<file path="src/rtl/flash_cmd_pkg.sv">
`timescale 1ns/1ps
package flash_cmd_pkg;

  localparam int REG_AW     = 3;
  localparam int BYTE_W     = 8;
  localparam int DATA_BYTES = 8;
  localparam int DATA_W     = DATA_BYTES * BYTE_W;
  localparam int IDX_W      = $clog2(DATA_BYTES);
  localparam int BITS_W     = $clog2(BYTE_W + 1);

  localparam logic [REG_AW-1:0] RA_CTRL = 3'd0;
  localparam logic [REG_AW-1:0] RA_ADDR = 3'd1;
  localparam logic [REG_AW-1:0] RA_WLO  = 3'd2;
  localparam logic [REG_AW-1:0] RA_WHI  = 3'd3;
  localparam logic [REG_AW-1:0] RA_RLO  = 3'd4;
  localparam logic [REG_AW-1:0] RA_RHI  = 3'd5;

  typedef enum logic [2:0] {
    PH_IDLE, PH_OPC, PH_ADR, PH_DUM, PH_WR, PH_RD, PH_FIN
  } phase_t;

  typedef struct packed {
    logic [7:0] opcode;
    logic       rd_en;
    logic [2:0] rd_cnt;
    logic       adr_en;
    logic [1:0] adr_cnt;
    logic       wr_en;
    logic [2:0] wr_cnt;
    logic [4:0] dummy;
  } cmd_cfg_t;

  // Control word layout that software composes; field positions are fixed.
  function automatic logic [31:0] pack_ctrl(cmd_cfg_t c);
    logic [31:0] w;
    w        = '0;
    w[31:24] = c.opcode;
    w[23]    = c.rd_en;
    w[22:20] = c.rd_cnt;
    w[19]    = c.adr_en;
    w[17:16] = c.adr_cnt;
    w[15]    = c.wr_en;
    w[14:12] = c.wr_cnt;
    w[11:7]  = c.dummy;
    return w;
  endfunction

  // First enabled phase strictly after p, in fixed order.
  function automatic phase_t next_phase(phase_t p, cmd_cfg_t c);
    phase_t n;
    n = PH_FIN;
    if (p < PH_RD  && c.rd_en)         n = PH_RD;
    if (p < PH_WR  && c.wr_en)         n = PH_WR;
    if (p < PH_DUM && c.dummy != 5'd0) n = PH_DUM;
    if (p < PH_ADR && c.adr_en)        n = PH_ADR;
    return n;
  endfunction

endpackage

</file>
<file path="src/rtl/flash_cmd_shifter.sv">
`timescale 1ns/1ps
module flash_cmd_shifter
  import flash_cmd_pkg::*;
#(
  parameter int HALF_DIV = 2
) (
  input  logic              clk,
  input  logic              rst_n,
  input  logic              item_valid,
  output logic              item_ready,
  input  logic [BYTE_W-1:0] item_data,
  input  logic [BITS_W-1:0] item_bits,
  output logic              done,
  output logic [BYTE_W-1:0] rx_byte,
  output logic              sclk,
  output logic              mosi,
  input  logic              miso
);

  localparam int CW = $clog2(HALF_DIV + 1);
  localparam logic [CW-1:0] CNT_END = CW'(HALF_DIV - 1);

  typedef enum logic [1:0] {SH_IDLE, SH_LOW, SH_HIGH} sh_state_t;

  sh_state_t         st;
  logic [CW-1:0]     cnt;
  logic [BYTE_W-1:0] sr;
  logic [BYTE_W-1:0] rx;
  logic [BITS_W-1:0] left;
  logic              sclk_q;
  logic              mosi_q;
  logic              done_q;

  assign item_ready = (st == SH_IDLE);
  assign done       = done_q;
  assign rx_byte    = rx;
  assign sclk       = sclk_q;
  assign mosi       = mosi_q;

  always_ff @(posedge clk or negedge rst_n) begin
    if (!rst_n) begin
      st     <= SH_IDLE;
      cnt    <= '0;
      sr     <= '0;
      rx     <= '0;
      left   <= '0;
      sclk_q <= 1'b0;
      mosi_q <= 1'b0;
      done_q <= 1'b0;
    end else begin
      done_q <= 1'b0;
      unique case (st)
        SH_IDLE: begin
          if (item_valid) begin
            sr     <= item_data;
            mosi_q <= item_data[BYTE_W-1];
            left   <= item_bits;
            cnt    <= '0;
            st     <= SH_LOW;
          end
        end
        SH_LOW: begin
          if (cnt == CNT_END) begin
            cnt    <= '0;
            sclk_q <= 1'b1;
            rx     <= {rx[BYTE_W-2:0], miso};
            st     <= SH_HIGH;
          end else begin
            cnt <= cnt + 1'b1;
          end
        end
        SH_HIGH: begin
          if (cnt == CNT_END) begin
            cnt    <= '0;
            sclk_q <= 1'b0;
            if (left == BITS_W'(1)) begin
              st     <= SH_IDLE;
              done_q <= 1'b1;
              mosi_q <= 1'b0;
            end else begin
              left   <= left - 1'b1;
              sr     <= {sr[BYTE_W-2:0], 1'b0};
              mosi_q <= sr[BYTE_W-2];
              st     <= SH_LOW;
            end
          end else begin
            cnt <= cnt + 1'b1;
          end
        end
        default: st <= SH_IDLE;
      endcase
    end
  end

endmodule

</file>
<file path="src/rtl/flash_cmd_seq.sv">
`timescale 1ns/1ps
module flash_cmd_seq
  import flash_cmd_pkg::*;
(
  input  logic              clk,
  input  logic              rst_n,
  input  logic              start,
  input  cmd_cfg_t          cfg,
  input  logic [31:0]       cmd_addr,
  input  logic [DATA_W-1:0] wdata,
  output logic              item_valid,
  input  logic              item_ready,
  output logic [BYTE_W-1:0] item_data,
  output logic [BITS_W-1:0] item_bits,
  input  logic              done,
  output logic              busy,
  output logic              cs_n,
  output logic              rd_load,
  output logic [IDX_W-1:0]  rd_idx
);

  phase_t           ph;
  phase_t           nxt;
  logic [IDX_W-1:0] idx;
  logic [4:0]       dum_left;
  logic [3:0]       dbits;
  logic [1:0]       asel;
  logic             wait_q;
  logic             last;

  assign nxt   = next_phase(ph, cfg);
  assign dbits = (dum_left >= 5'd8) ? 4'd8 : dum_left[3:0];
  assign asel  = cfg.adr_cnt - idx[1:0];

  always_comb begin
    item_data = '0;
    item_bits = BITS_W'(BYTE_W);
    last      = 1'b1;
    unique case (ph)
      PH_OPC: item_data = cfg.opcode;
      PH_ADR: begin
        item_data = cmd_addr[{asel, 3'b000} +: BYTE_W];
        last      = (idx[1:0] == cfg.adr_cnt);
      end
      PH_DUM: begin
        item_bits = BITS_W'(dbits);
        last      = (dum_left <= 5'd8);
      end
      PH_WR: begin
        item_data = wdata[{idx, 3'b000} +: BYTE_W];
        last      = (idx == cfg.wr_cnt);
      end
      PH_RD: last = (idx == cfg.rd_cnt);
      default: ;
    endcase
  end

  assign item_valid = (ph != PH_IDLE) && (ph != PH_FIN) && !wait_q;
  assign busy       = (ph != PH_IDLE);
  assign cs_n       = (ph == PH_IDLE);
  assign rd_load    = done && (ph == PH_RD);
  assign rd_idx     = idx;

  always_ff @(posedge clk or negedge rst_n) begin
    if (!rst_n) begin
      ph       <= PH_IDLE;
      idx      <= '0;
      dum_left <= '0;
      wait_q   <= 1'b0;
    end else begin
      unique case (ph)
        PH_IDLE: begin
          if (start) begin
            ph     <= PH_OPC;
            idx    <= '0;
            wait_q <= 1'b0;
          end
        end
        PH_FIN: ph <= PH_IDLE;
        default: begin
          if (item_valid && item_ready) wait_q <= 1'b1;
          if (done) begin
            wait_q <= 1'b0;
            if (ph == PH_DUM) dum_left <= dum_left - {1'b0, dbits};
            if (last) begin
              ph  <= nxt;
              idx <= '0;
              if (nxt == PH_DUM) dum_left <= cfg.dummy;
            end else begin
              idx <= idx + 1'b1;
            end
          end
        end
      endcase
    end
  end

endmodule

</file>
<file path="src/rtl/flash_cmd_regs.sv">
`timescale 1ns/1ps
module flash_cmd_regs
  import flash_cmd_pkg::*;
(
  input  logic              clk,
  input  logic              rst_n,
  input  logic              reg_wr,
  input  logic [REG_AW-1:0] reg_addr,
  input  logic [31:0]       reg_wdata,
  output logic [31:0]       reg_rdata,
  input  logic              busy,
  input  logic              rd_load,
  input  logic [IDX_W-1:0]  rd_idx,
  input  logic [BYTE_W-1:0] rd_byte,
  output cmd_cfg_t          cfg,
  output logic [31:0]       cmd_addr,
  output logic [DATA_W-1:0] wdata,
  output logic              start
);

  cmd_cfg_t          ctrl_q;
  logic [31:0]       addr_q;
  logic [DATA_W-1:0] wdat_q;
  logic [DATA_W-1:0] rdat_q;
  logic              wr_ok;

  assign wr_ok    = reg_wr && !busy;
  assign start    = wr_ok && (reg_addr == RA_CTRL) && reg_wdata[0];
  assign cfg      = ctrl_q;
  assign cmd_addr = addr_q;
  assign wdata    = wdat_q;

  always_ff @(posedge clk or negedge rst_n) begin
    if (!rst_n) begin
      ctrl_q <= '0;
      addr_q <= '0;
      wdat_q <= '0;
    end else if (wr_ok) begin
      unique case (reg_addr)
        RA_CTRL: begin
          ctrl_q.opcode  <= reg_wdata[31:24];
          ctrl_q.rd_en   <= reg_wdata[23];
          ctrl_q.rd_cnt  <= reg_wdata[22:20];
          ctrl_q.adr_en  <= reg_wdata[19];
          ctrl_q.adr_cnt <= reg_wdata[17:16];
          ctrl_q.wr_en   <= reg_wdata[15];
          ctrl_q.wr_cnt  <= reg_wdata[14:12];
          ctrl_q.dummy   <= reg_wdata[11:7];
        end
        RA_ADDR: addr_q <= reg_wdata;
        RA_WLO:  wdat_q[31:0]  <= reg_wdata;
        RA_WHI:  wdat_q[63:32] <= reg_wdata;
        default: ;
      endcase
    end
  end

  always_ff @(posedge clk or negedge rst_n) begin
    if (!rst_n) begin
      rdat_q <= '0;
    end else if (start) begin
      rdat_q <= '0;
    end else if (rd_load) begin
      rdat_q[{rd_idx, 3'b000} +: BYTE_W] <= rd_byte;
    end
  end

  always_comb begin
    unique case (reg_addr)
      RA_CTRL: reg_rdata = pack_ctrl(ctrl_q) | {30'd0, busy, 1'b0};
      RA_ADDR: reg_rdata = addr_q;
      RA_WLO:  reg_rdata = wdat_q[31:0];
      RA_WHI:  reg_rdata = wdat_q[63:32];
      RA_RLO:  reg_rdata = rdat_q[31:0];
      RA_RHI:  reg_rdata = rdat_q[63:32];
      default: reg_rdata = '0;
    endcase
  end

endmodule

</file>
<file path="src/rtl/flash_cmd_engine.sv">
`timescale 1ns/1ps
module flash_cmd_engine
  import flash_cmd_pkg::*;
#(
  parameter int HALF_DIV = 2
) (
  input  logic        clk,
  input  logic        rst_n,
  input  logic        reg_wr,
  input  logic [2:0]  reg_addr,
  input  logic [31:0] reg_wdata,
  output logic [31:0] reg_rdata,
  output logic        spi_cs_n,
  output logic        spi_sclk,
  output logic        spi_mosi,
  input  logic        spi_miso
);

  cmd_cfg_t          cfg;
  logic [31:0]       cmd_addr;
  logic [DATA_W-1:0] wdata;
  logic              start;
  logic              busy;
  logic              item_valid;
  logic              item_ready;
  logic [BYTE_W-1:0] item_data;
  logic [BITS_W-1:0] item_bits;
  logic              sh_done;
  logic [BYTE_W-1:0] sh_rx;
  logic              rd_load;
  logic [IDX_W-1:0]  rd_idx;

  flash_cmd_regs u_regs (
    .clk       (clk),
    .rst_n     (rst_n),
    .reg_wr    (reg_wr),
    .reg_addr  (reg_addr),
    .reg_wdata (reg_wdata),
    .reg_rdata (reg_rdata),
    .busy      (busy),
    .rd_load   (rd_load),
    .rd_idx    (rd_idx),
    .rd_byte   (sh_rx),
    .cfg       (cfg),
    .cmd_addr  (cmd_addr),
    .wdata     (wdata),
    .start     (start)
  );

  flash_cmd_seq u_seq (
    .clk        (clk),
    .rst_n      (rst_n),
    .start      (start),
    .cfg        (cfg),
    .cmd_addr   (cmd_addr),
    .wdata      (wdata),
    .item_valid (item_valid),
    .item_ready (item_ready),
    .item_data  (item_data),
    .item_bits  (item_bits),
    .done       (sh_done),
    .busy       (busy),
    .cs_n       (spi_cs_n),
    .rd_load    (rd_load),
    .rd_idx     (rd_idx)
  );

  flash_cmd_shifter #(.HALF_DIV(HALF_DIV)) u_shift (
    .clk        (clk),
    .rst_n      (rst_n),
    .item_valid (item_valid),
    .item_ready (item_ready),
    .item_data  (item_data),
    .item_bits  (item_bits),
    .done       (sh_done),
    .rx_byte    (sh_rx),
    .sclk       (spi_sclk),
    .mosi       (spi_mosi),
    .miso       (spi_miso)
  );

endmodule

</file>
<file path="config.mk">
export PLATFORM = sky130hd
export DESIGN_NAME = flash_cmd_engine
export DESIGN_NICKNAME = d
export VERILOG_FILES = /design/src/rtl/flash_cmd_pkg.sv /design/src/rtl/flash_cmd_shifter.sv /design/src/rtl/flash_cmd_seq.sv /design/src/rtl/flash_cmd_regs.sv /design/src/rtl/flash_cmd_engine.sv
export SDC_FILE = /design/constraint.sdc
export NUM_CORES = 1
export LEC_CHECK = 0
export ABC_AREA = 0
export BUFFER_PORTS_ARGS = -buffer_cell sky130_fd_sc_hd__clkbuf_2
export CORE_AREA = 2 2 118 165
export CTS_CLUSTER_SIZE = 20
export DETAILED_ROUTE_END_ITERATION = 10
export DIE_AREA = 0 0 120 167
export PLACE_DENSITY = 0.9
export SYNTH_ARGS = -nofsm -noshare
export SYNTH_HDL_FRONTEND = slang
export SYNTH_SLANG_ARGS = --single-unit
</file>
<file path="constraint.sdc">
create_clock -name clk -period 3 [get_ports clk]
set_clock_uncertainty 0.1 [all_clocks]
set_input_delay 0.15 -clock clk [delete_from_list [all_inputs] [get_ports clk]]
set_output_delay 0.15 -clock clk [all_outputs]
set_load 0.05 [all_outputs]
</file>
==> results_dict.tcl <==
set metrics [dict create \
    outcome "completed" \
    dieArea_mm2 0.0200 \
    synthFlopType "dfrtp_1" \
    fin_cells 1320 \
    via_per_inst 7.09 \
    end_kind "flop" \
    dp.cells 1248 \
    worstSkewPairLatency_ps 520 \
    drt_iter0_markers 1139 \
    firstDrtPassIters 6 \
    post_cts_buffers 0 \
    worstHoldPathCells 4 \
    vias 9361 \
    overflow 0 \
    area_growth_syn_to_layout_pct 16.5 \
    gp_congestion 0.999 \
    ff2ff_path_depth 6 \
    fin_crit_ps 2610 \
    cts_tree "done" \
    drive_above_1_share_pct 29.5 \
    rsz0062_at_grt "no" \
    fillCellCount 1249 \
    synth.cell_area_mm2 0.0112 \
    maxCapViolCount 0 \
    clk_pin_slew_ps 70 \
    synth_edf_count 0 \
    yosysWarnings 0 \
    yosysSeqAreaShare_pct 49.8 \
    root_buffer "clkbuf_16" \
    grt_max_degree 93 \
    numCtsBuffers 22 \
    setup_tns_ps 0 \
    max-vdd-ir-drop_mv 0.601 \
    critPathLaunchType "flop" \
    final_hold_viol_count 0 \
    hp-class "in2reg" \
    crit_fanout 14 \
    yosys.area.top_type_share_pct 49.8 \
    h-tree-depth 1 \
    ys_ff_latch 222 \
    syn-num-nets 1005 \
    detail_route.wl_per_cell_um 26.6 \
    avgSynthCellArea_um2 11.7 \
    cts_buffer_depth 3 \
    dpl.hpwl_um 23600 \
    final_nets 1114 \
    seqPwrFrac_pct 44.3 \
    track_usage_pct 35.4 \
    antenna_found_initial 1 \
    period_share_pct 86.9 \
    required_ps 3350 \
    swShare_pct 38.0 \
    post-route-drc-count 0 \
    boundaryPins 74 \
    multi_input_area_mm2 0.00527 \
    worst_pin_slew_ps 993 \
    p_per_area_mw_per_mm2 909 \
    synth.distinct_cells 65 \
    cts_num_sinks 222 \
    port-buffer-count 73 \
    grt_pass1_vias 9554 \
    crit_type "reg2reg" \
    start_util_pct 60.2 \
    die_w_um 120 \
    p_total_mw 11.8 \
    p_comb_share_pct 31.7 \
    p_leak_nw 5.94 \
    intPower_mw 7.32 \
    setup_viol 0 \
    rows 59 \
    drtAntennaViolNets 0 \
    synth_area_leaders "dfrtp_1 (50%), mux2_2 (13%), a22oi_1 (5.4%)" \
    drv_slew 0 \
    yosys.area.top_type "dfrtp_1" \
    async_reset_ff_share_pct 100 \
    synth_common_cells "dfrtp_1 (222), mux2_2 (132), a22oi_1 (80)" \
    core_mm2 0.0185 \
    wl_um 35200 \
    synth.most_common_cell "dfrtp_1" \
    max_slew_margin_pct 33.8 \
    grt_first_pass_wirelength_um 54400 \
    power_frac_clock_pct 24.0 \
    die_height_um 167 \
    max_freq_mhz 384 \
    power.switching_mw 4.50 \
    crit_arrival_ps 2950 \
    netlist_instances 953 \
    antenna_cells 0 \
    regArea_mm2 0.00556 \
]
==> kinds of logic (layout without fill, tap and decap cells) <==
logic type	after synthesis	after routing	share of synthesized area [%]
buffers and inverters	80	203	3.07
flip-flops	222	222	49.8
other	1	1	0.0336
adder cells (fa/ha/maj)	13	13	1.46
multiplexers	192	192	20.1
AO/OA/AOI/OAI	253	253	16.2
XOR/XNOR	5	5	0.628
AND/OR/NAND/NOR	187	187	8.71
==> layout by cell type (no fill, tap or decap), types with 5 or more instances in the layout <==
cell           Yosys  routed
a221o_1            6       6
nor3_1            10      10
and2_1             6       6
nand4_1            5       5
nand2_1           40      40
a22oi_1           80      80
nand2b_1           9       9
nor2_1            51      48
buf_4              3      40
dlygate4sd3_1      0      34
inv_1             14      14
mux2i_1           48      48
clkbuf_8           0       6
clkbuf_2           0      72
ha_1              13      13
a31oi_1            5       5
nand3_1           30      30
o21ai_0           46      46
and3_1             6       6
mux2_2           132     132
o22ai_1           12      12
clkbuf_16          0      23
a211oi_1           5       5
a22o_1            49      49
mux4_2            12      12
dfrtp_1          222     222
a21oi_1           24      24
nor2_2             3       6
==> final timing paths <==
kind                                      start                   to  slack (ps)
worst max-delay path            u_seq.rd_idx[0]    u_regs.rdat_q[15]         390
worst max register to register  u_seq.rd_idx[0]    u_regs.rdat_q[15]         390
min in group asynchronous                 rst_n     u_regs.wdata[50]         160
worst min register to register   u_shift.cnt[1]       u_shift.cnt[1]         400
worst min-delay path                     reg_wr          u_seq.ph[0]          60
max in group asynchronous                 rst_n  u_regs.cmd_addr[21]        1760
==> power groups by stage <==
stage / Clock (mW) / Sequential (mW) / Combinational, mW
4_1_cts: 2.83 / 5.14 / 3.67
5_1_grt: 2.93 / 5.30 / 4.01
6_report: 2.83 / 5.24 / 3.75
3_3_place_gp: 0 / 5.12 / 3.45
3_5_place_dp: 0 / 5.17 / 3.60
2_1_floorplan: 0 / 4.64 / 2.81
==> timing repair <==
item	4_1_cts	5_1_grt
hold endpoints to repair	210	0
resized for setup	0	0
hold buffers	34	0
==> flip-flops by register name, summed over array words and instances (netlist names), 3 cells and up <==
register,cells
u_regs.rdat_q,64
u_seq.rd_idx,3
u_shift.rx_byte,8
u_shift.sr,7
u_regs.cfg,24
u_seq.dum_left,5
u_regs.cmd_addr,32
u_regs.wdata,64
u_seq.ph,3
u_shift.left,4
==> worst max-delay path: stages (launching register included) <==
cell     delay [ps]
dfrtp_1         410
buf_4           240
nor3_1          430
nor2_2           70
and2_1          200
a21oi_1         790
a22o_1          290
==> through the flow <==
stage          hold slack [ps]  util, %  setup slack (ps)  cell area (µm²)
6_report                  64.9     70.1               394            13000
5_1_grt                    120     70.1               259            13000
4_1_cts                   71.3     70.1               441            13000
3_5_place_dp               119     64.3               468            11900
3_3_place_gp               113     64.3               526            11900
2_1_floorplan             -246        -               356            11200
==> layout make-up <==
class / count / area share (%)
multi-input combinational: 651 / 40.5
inverter: 15 / 0.433
clock buffer: 31 / 5.12
timing repair buffer: 150 / 8.28
clock inverter: 7 / 0.549
tap: 244 / 2.35
sequential: 222 / 42.7
==> routing by layer <==
| metal | vias to the layer above | track usage [%] | part of all wire [%] | wire [µm] |
|---|---|---|---|---|
| li1 | 3796 | - | - | - |
| met1 | 4608 | 41.8 | 34 | 12100 |
| met2 | 736 | 57.4 | 47 | 16500 |
| met3 | 219 | 8.63 | 11 | 3780 |
| met4 | 2 | 22.7 | 7.7 | 2710 |
| met5 | - | 0 | 0.043 | 15 |
Power figures use the tool's default switching activity.
